File: src/rtl/wdog_timer.sv
module wdog_timer #(
  parameter int FAST_LOG2 = 8,
  parameter int SLOW_LOG2 = 14,
  parameter int RC_LOG2   = 9,
  parameter int OVF_LOG2  = 4
) (
  input  logic       clk,
  input  logic       rst_n,
  input  logic       cpu_tick,
  input  logic       rc_tick,
  input  logic       reg_wr,
  input  logic [7:0] reg_wdata,
  output logic [7:0] reg_rdata,
  output logic       wdt_rst
);
  localparam int PRE_W = (SLOW_LOG2 > FAST_LOG2) ?
                         ((SLOW_LOG2 > RC_LOG2) ? SLOW_LOG2 : RC_LOG2) :
                         ((FAST_LOG2 > RC_LOG2) ? FAST_LOG2 : RC_LOG2);
  localparam logic [PRE_W-1:0] FAST_MASK = {PRE_W{1'b1}} >> (PRE_W - FAST_LOG2);
  localparam logic [PRE_W-1:0] SLOW_MASK = {PRE_W{1'b1}} >> (PRE_W - SLOW_LOG2);
  localparam logic [PRE_W-1:0] RC_MASK   = {PRE_W{1'b1}} >> (PRE_W - RC_LOG2);

  logic             src_rc_q, rate_q, slow_q, ostop_q;
  logic [1:0]       mode_q;
  logic [PRE_W-1:0] pre_q;
  logic [OVF_LOG2-1:0] ovf_q;

  wire clr      = reg_wr & reg_wdata[6];
  wire susp     = (mode_q == 2'b01) || (mode_q == 2'b10);
  wire tick     = (src_rc_q ? rc_tick : cpu_tick) & ~susp;
  wire [PRE_W-1:0] mask = src_rc_q ? RC_MASK : (rate_q ? FAST_MASK : SLOW_MASK);
  wire pre_wrap = tick && ((pre_q & mask) == mask);
  wire ovf      = pre_wrap && (ovf_q == {OVF_LOG2{1'b1}});

  assign reg_rdata = {src_rc_q, 1'b0, rate_q, mode_q, slow_q, ostop_q, 1'b0};

  always_ff @(posedge clk or negedge rst_n) begin
    if (!rst_n) begin
      src_rc_q <= 1'b0;
      rate_q   <= 1'b0;
      mode_q   <= 2'b00;
      slow_q   <= 1'b0;
      ostop_q  <= 1'b0;
    end else if (reg_wr) begin
      src_rc_q <= reg_wdata[7];
      rate_q   <= reg_wdata[5];
      mode_q   <= reg_wdata[4:3];
      slow_q   <= reg_wdata[2];
      ostop_q  <= reg_wdata[1];
    end
  end

  always_ff @(posedge clk or negedge rst_n) begin
    if (!rst_n) begin
      pre_q   <= '0;
      ovf_q   <= '0;
      wdt_rst <= 1'b0;
    end else begin
      wdt_rst <= ovf & ~clr;
      if (clr) begin
        pre_q <= '0;
        ovf_q <= '0;
      end else if (pre_wrap) begin
        pre_q <= '0;
        ovf_q <= ovf_q + 1'b1;
      end else if (tick) begin
        pre_q <= pre_q + 1'b1;
      end
    end
  end

  p_reg_capture_r2: assert property (@(posedge clk) disable iff (!rst_n)
    reg_wr |=> (reg_rdata[7] == $past(reg_wdata[7])) && (reg_rdata[5:1] == $past(reg_wdata[5:1])));

  p_quiet_source_r6: assert property (@(posedge clk) disable iff (!rst_n)
    ((src_rc_q && !rc_tick) || (!src_rc_q && !cpu_tick)) |=> !wdt_rst);

  p_pulse_single_r7: assert property (@(posedge clk) disable iff (!rst_n)
    wdt_rst |=> !wdt_rst);

  p_restart_r7: assert property (@(posedge clk) disable iff (!rst_n)
    wdt_rst |-> (pre_q == '0) && (ovf_q == '0));

  p_hold_when_suspended_r9: assert property (@(posedge clk) disable iff (!rst_n)
    ((mode_q == 2'b01 || mode_q == 2'b10) && !(reg_wr && reg_wdata[6]))
      |=> $stable(pre_q) && $stable(ovf_q) && !wdt_rst);

  p_clear_wins_r11: assert property (@(posedge clk) disable iff (!rst_n)
    (reg_wr && reg_wdata[6]) |=> !wdt_rst && (pre_q == '0) && (ovf_q == '0));
endmodule

File: config.mk
export PLATFORM = sky130hd
export DESIGN_NAME = wdog_timer
export DESIGN_NICKNAME = d
export VERILOG_FILES = /design/src/rtl/wdog_timer.sv
export SDC_FILE = /design/constraint.sdc
export NUM_CORES = 1
export LEC_CHECK = 0
export BUFFER_PORTS_ARGS = -buffer_cell sky130_fd_sc_hd__buf_2
export CAP_MARGIN = 20
export CORE_MARGIN = 2
export CORE_UTILIZATION = 55
export CTS_CLUSTER_SIZE = 25
export DETAILED_ROUTE_END_ITERATION = 6
export PLACE_DENSITY = 0.76
export SYNTH_ARGS = -nofsm -noshare
export SYNTH_HDL_FRONTEND = slang
export SYNTH_SLANG_ARGS = --single-unit
File: constraint.sdc
create_clock -name clk -period 2.2 [get_ports clk]
set_clock_uncertainty 0.1 [all_clocks]
set_input_delay 0.66 -clock clk [delete_from_list [all_inputs] [get_ports clk]]
set_output_delay 0.66 -clock clk [all_outputs]
set_load 0.01 [all_outputs]
Word-level counts from Yosys, hierarchy flattened
Index checks and enable logic that the tools add are counted.
W data, S select, Z words.
Word-level totals
  output and inout port bits: 9
  register bits: 25
  input bits: 13
  logic and storage cells: 33
Cells by class
  add/subtract/negate cells: 2
  bitwise gates (word level): 6
  reductions and logical operators: 5
  equal/unequal tests: 4
  mux-type cells: 8
Operator list (count)
  $mux W14: 5
  $add A14 B1 Y14 const B: 1
  $and A14 B14 Y14: 1
  $eq A14 B14 Y1: 1
  $mux W4: 2
  $add A4 B1 Y4 const B: 1
  $eq A4 B4 Y1 const B: 1
  $and A1 B1 Y1: 3
  $reduce_bool A3 Y1: 1
  $eq A2 B1 Y1 const B: 1
  $eq A2 B2 Y1 const B: 1
  $logic_and A1 B1 Y1: 2
  $not A1 Y1: 2
  $reduce_bool A2 Y1: 1
  $logic_or A1 B1 Y1: 1
  $mux W1: 1

Logic depth before layout (Yosys ltp)
  depth after elaboration: 7
  depth in mapped cells: 8
  depth with buffers taken out: 4

Worst setup path after synthesis
Ideal clock, no wire load.
  path type: input to register
  start: input reg_wr
  end: register pre_q[7]
  cell stages on the path: 7
  setup time: 0.077 ns
  buffers on the path: 3
  arrival: 1.813 ns
  required time: 2.023 ns
  path slack: 0.209 ns
  cells stage by stage: buf_4 -> and2_0 -> buf_2 -> a21oi_2 -> buf_2 -> or4_1 -> a21oi_1
On the way
  longest elaborated chain between the ends: 2
  elaborated cells between the ends (all ways): 3
  those cells by class: mux (1); bitwise (1); reduce/logical (1)
Ends and longest elaborated chain
  from (decl): line 11  | input logic reg_wr,
  $and A1 B1 Y1 (*): line 28  | wire clr = reg_wr & reg_wdata[6];
  $reduce_bool A3 Y1 (no source line) or $mux W14 (tied branches)
  to (signal assigned): line 67  | pre_q <= pre_q + 1'b1;
  to (decl): line 25  | logic [PRE_W-1:0] pre_q;
Every way passes the cells marked *; elsewhere a longest branch is shown, timed or not.
A chain may end at the register's enable or synchronous reset.

Final worst setup path
  start: register pre_q[8]
  end: register pre_q[10]
On the way
  longest elaborated chain between the ends: 5
  elaborated cells between the ends (all ways): 8
  those cells by class: add/sub (1); eq/ne (1); mux (3); bitwise (1); reduce/logical (2)
Ends and longest elaborated chain
  parallel branches: the longest is 5 deep, another holds $add A14 B1 Y14
Parallel ways; which one is timed is not known. The select of a mux whose other input is x is not followed.

==> flow_summary_export.csv <==
group,metric,value,unit
setup_path,rrSetupSlack,0.14,ns
clock_tree,cts.sinks,25,
sta,setup_tns,0,ns
routing,routed.top_layer,"met4",
global_routing,grt_pass1_vias,970,
synthesis,synth_area,1415,um2
sta,rsz0062_at_grt,"no",
setup_path,endpoint,"pre_q[10]$_DFFE_PN0P_",
place,dp_hpwl,2.007,mm
cells_and_area,diodes,0,
routing,avgRoutedWirePerCell,14.76,um
sta,relSlewSlack,44.34,%
setup_path,timing.rr.start,"pre_q[8]$_DFFE_PN0P_",
floorplanning,initial_core_util,57.65,%
clock_tree,cts_tree,"yes",
global_routing,antenna_found_initial,0,
power_and_ir_drop,p_leak,0.6448,nW
synthesis,synth_xor_area_share,2.387,%
cells_and_area,nets,166,
floorplanning,rows,18,
synthesis,synth_compound_area_share,15.56,%
clock_tree,worstSkewPairLatency,0.32,ns
flow_run,timing.max_cap.violations,0,
synthesis,yosys_warnings,0,
synthesis,syn_inst,134,
global_routing,grt_pass1_wl,4.340,mm
routing,initialDrtViolationCount,24,
setup_path,r2r_cells,4,
place,place_congestion,0.7497,
place,io_buffers,18,
synthesis,netlist_top_cells_count,"25 x dfrtp_1, 15 x a21oi_1, 10 x nand2_1, 10 x o31ai_1, 9 x or4_1",
synthesis,yosysTopAreaCellShare,44.21,%
floorplanning,core_area,2455,um2
hold_path,min_path_type,"in -> async",
clock_tree,cts_root_buffer,"clkbuf_4",
routing,drc_errors,0,
setup_path,critical_path.max_fanout,11,
power_and_ir_drop,power.density,570.2,nW/um2
synthesis,synth-adder-area-share,1.768,%
clock_tree,clkSlewWorstSetupHoldPaths,0.13,ns
synthesis,yosys.cell_count.top_type,"dfrtp_1",
synthesis,ys_seq_elements,25,
synthesis,synthMuxAreaShare,8.753,%
routing,drt_wl_total,2.657,mm
synthesis,yosysSeqAreaShare,44.21,%
routing,via_per_inst,5.950,
clock_tree,cts_buffer_depth,2,
global_routing,track_usage,20.96,%
power_and_ir_drop,ir_worst_vdd,403.6,uV
sta,tightest_slew,0.8300,ns
global_routing,grt_max_degree,26,
sta,drv_slew,0,
cells_and_area,area_growth,7.692,%
routing,route.met3.wl,81,um
synthesis,yosys-top-cells-area,"dfrtp_1 44%, mux2_2 5.6%, a21oi_1 5.3%",
clock_tree,h-tree-depth,1,
synthesis,syn_area_per_cell,10.56,um2
setup_path,crit_path_start,"pre_q[8]$_DFFE_PN0P_",
cells_and_area,multi_input_area,698.2,um2
setup_path,crit_arrival,2.13,ns
run_status,outcome,"finished clean",
setup_path,path_class,"reg -> reg",
cells_and_area,final_util,62.08,%
cells_and_area,register_area,625.6,um2
synthesis,synthArstFlopShare,100.0,%
sta,min_period,2.062,ns
floorplanning,die_x,54.73,um
floorplanning,die_h,54.73,um
routing,wl_met2,1.373,mm
floorplanning,io_pins,22,
cells_and_area,final_layout_size_suffix_gt1_share,28.67,%
routing,ant_nets,0,
global_routing,grt-ovfl-total,0,
clock_tree,cts-buffers-inserted,3,
setup_path,cp.required,2.27,ns
setup_path,regToRegEndpoint,"pre_q[10]$_DFFE_PN0P_",
synthesis,synth_top_family_by_area,"simple AND/OR/NAND/NOR gates",
cells_and_area,fill_cells,212,
sta,min_period_over_period,93.72,%
clock_tree,post_cts_buffers,0,
sta,setup_viol,0,
floorplanning,dieArea,2995,um2
sta,fmaxAchievable,485.0,MHz
clock_tree,cts_hold_buf,0,
synthesis,synthFlopType,"dfrtp_1",
synthesis,synth-edff-count,0,
setup_path,setup.worst_path.end_class,"flop",
synthesis,synthSimpleGateAreaFrac,20.34,%
synthesis,synth_top_area_cell,"dfrtp_1",
routing,vias,1071,
sta,hold_viol,0,
setup_path,cp-start-kind,"flop",
clock_tree,cts_resized,0,
synthesis,ys_types,34,
routing,drt-met1-wl,1.184,mm
routing,dr.pass1.iters,4,
-- power by group --
part | switching (mW) | leakage, nW | internal, mW
logic | 0.0901 | 0.293 | 0.0668
registers | 0.0281 | 0.334 | 0.483
clock network | 0.133 | 0.0177 | 0.0681
total | 0.251 | 0.645 | 0.618
-- state kept, by name, indices dropped and copies added (netlist names) --
name	count
mode_q	2
src_rc_q	1
wdt_rst	1
pre_q	14
ovf_q	4
ostop_q	1
slow_q	1
rate_q	1
-- layout by cell type, fill, tap and decap left out, types with 2 or more instances in the layout --
master	synthesis	layout
or3_1	3	3
buf_2	4	18
ha_1	2	2
conb_1	1	2
nand2b_1	2	2
a21oi_1	15	15
dfrtp_1	25	25
nand4_1	4	4
buf_4	7	6
mux2_2	7	7
clkbuf_4	0	3
nand3_1	5	5
and4_1	3	3
xor2_1	2	2
mux2i_1	3	3
nor2_1	2	2
or4_1	9	9
o21ai_0	4	4
o31ai_1	10	10
nand2_1	10	10
-- cell type report --
type                    instances  share of cell area [%]
clock buffers                   3                   1.478
clock inverters                 1                  0.3284
multi-input cells              97                   45.81
flip-flops and latches         25                   41.05
well taps                      30                   2.463
repair buffers                 24                   8.867
-- per-stage QoR --
| stage | power [mW] | hold WS (ns) | setup WS, ns | cells | cell area [um2] |
|---|---|---|---|---|---|
| floorplan | 0.6376 | 0.2644 | 0.2094 | 135 | 1419 |
| global placement | 0.6698 | 0.3834 | 0.1768 | 176 | 1496 |
| detailed placement | 0.6778 | 0.3906 | 0.09979 | 176 | 1496 |
| CTS | 0.8817 | 0.2181 | 0.1523 | 180 | 1524 |
| global route | 0.9212 | 0.2304 | 0.03759 | 180 | 1524 |
| finish | 0.8690 | 0.2145 | 0.1382 | 180 | 1524 |
-- how the worst min path moves through the flow --
stage / slack [ns] / cells past startpoint / end
2_1_floorplan: 0.26 / 0 / mode_q[0]$_DFFE_PN0P_
3_3_place_gp: 0.38 / 1 / slow_q$_DFFE_PN0P_
3_5_place_dp: 0.39 / 1 / slow_q$_DFFE_PN0P_
4_1_cts: 0.22 / 1 / mode_q[1]$_DFFE_PN0P_
5_1_grt: 0.23 / 1 / pre_q[8]$_DFFE_PN0P_
6_report: 0.21 / 1 / pre_q[8]$_DFFE_PN0P_
-- kinds of logic (layout without fill, tap and decap cells) --
logic type | after synthesis | in the layout
AO/OA/AOI/OAI | 33 | 33
buffers and inverters | 13 | 28
flip-flops | 25 | 25
multiplexers | 11 | 11
adder cells (fa/ha/maj) | 2 | 2
other | 1 | 2
XOR/XNOR | 3 | 3
AND/OR/NAND/NOR | 46 | 46
-- routing by layer --
layer | GRT usage (%) | up-vias
li1 | - | 533
met2 | 37.10 | 20
met1 | 24.39 | 516
met4 | 6.250 | 0
met5 | 0 | -
met3 | 5.738 | 2
-- critical path, stage by stage, from the launching register on --
cell and delay, ns:
dfrtp_1 0.47, and4_1 0.28, a31oi_4 0.17, o31ai_2 0.77, a21oi_1 0.12
Note: power is estimated with default switching activity, not from simulation.
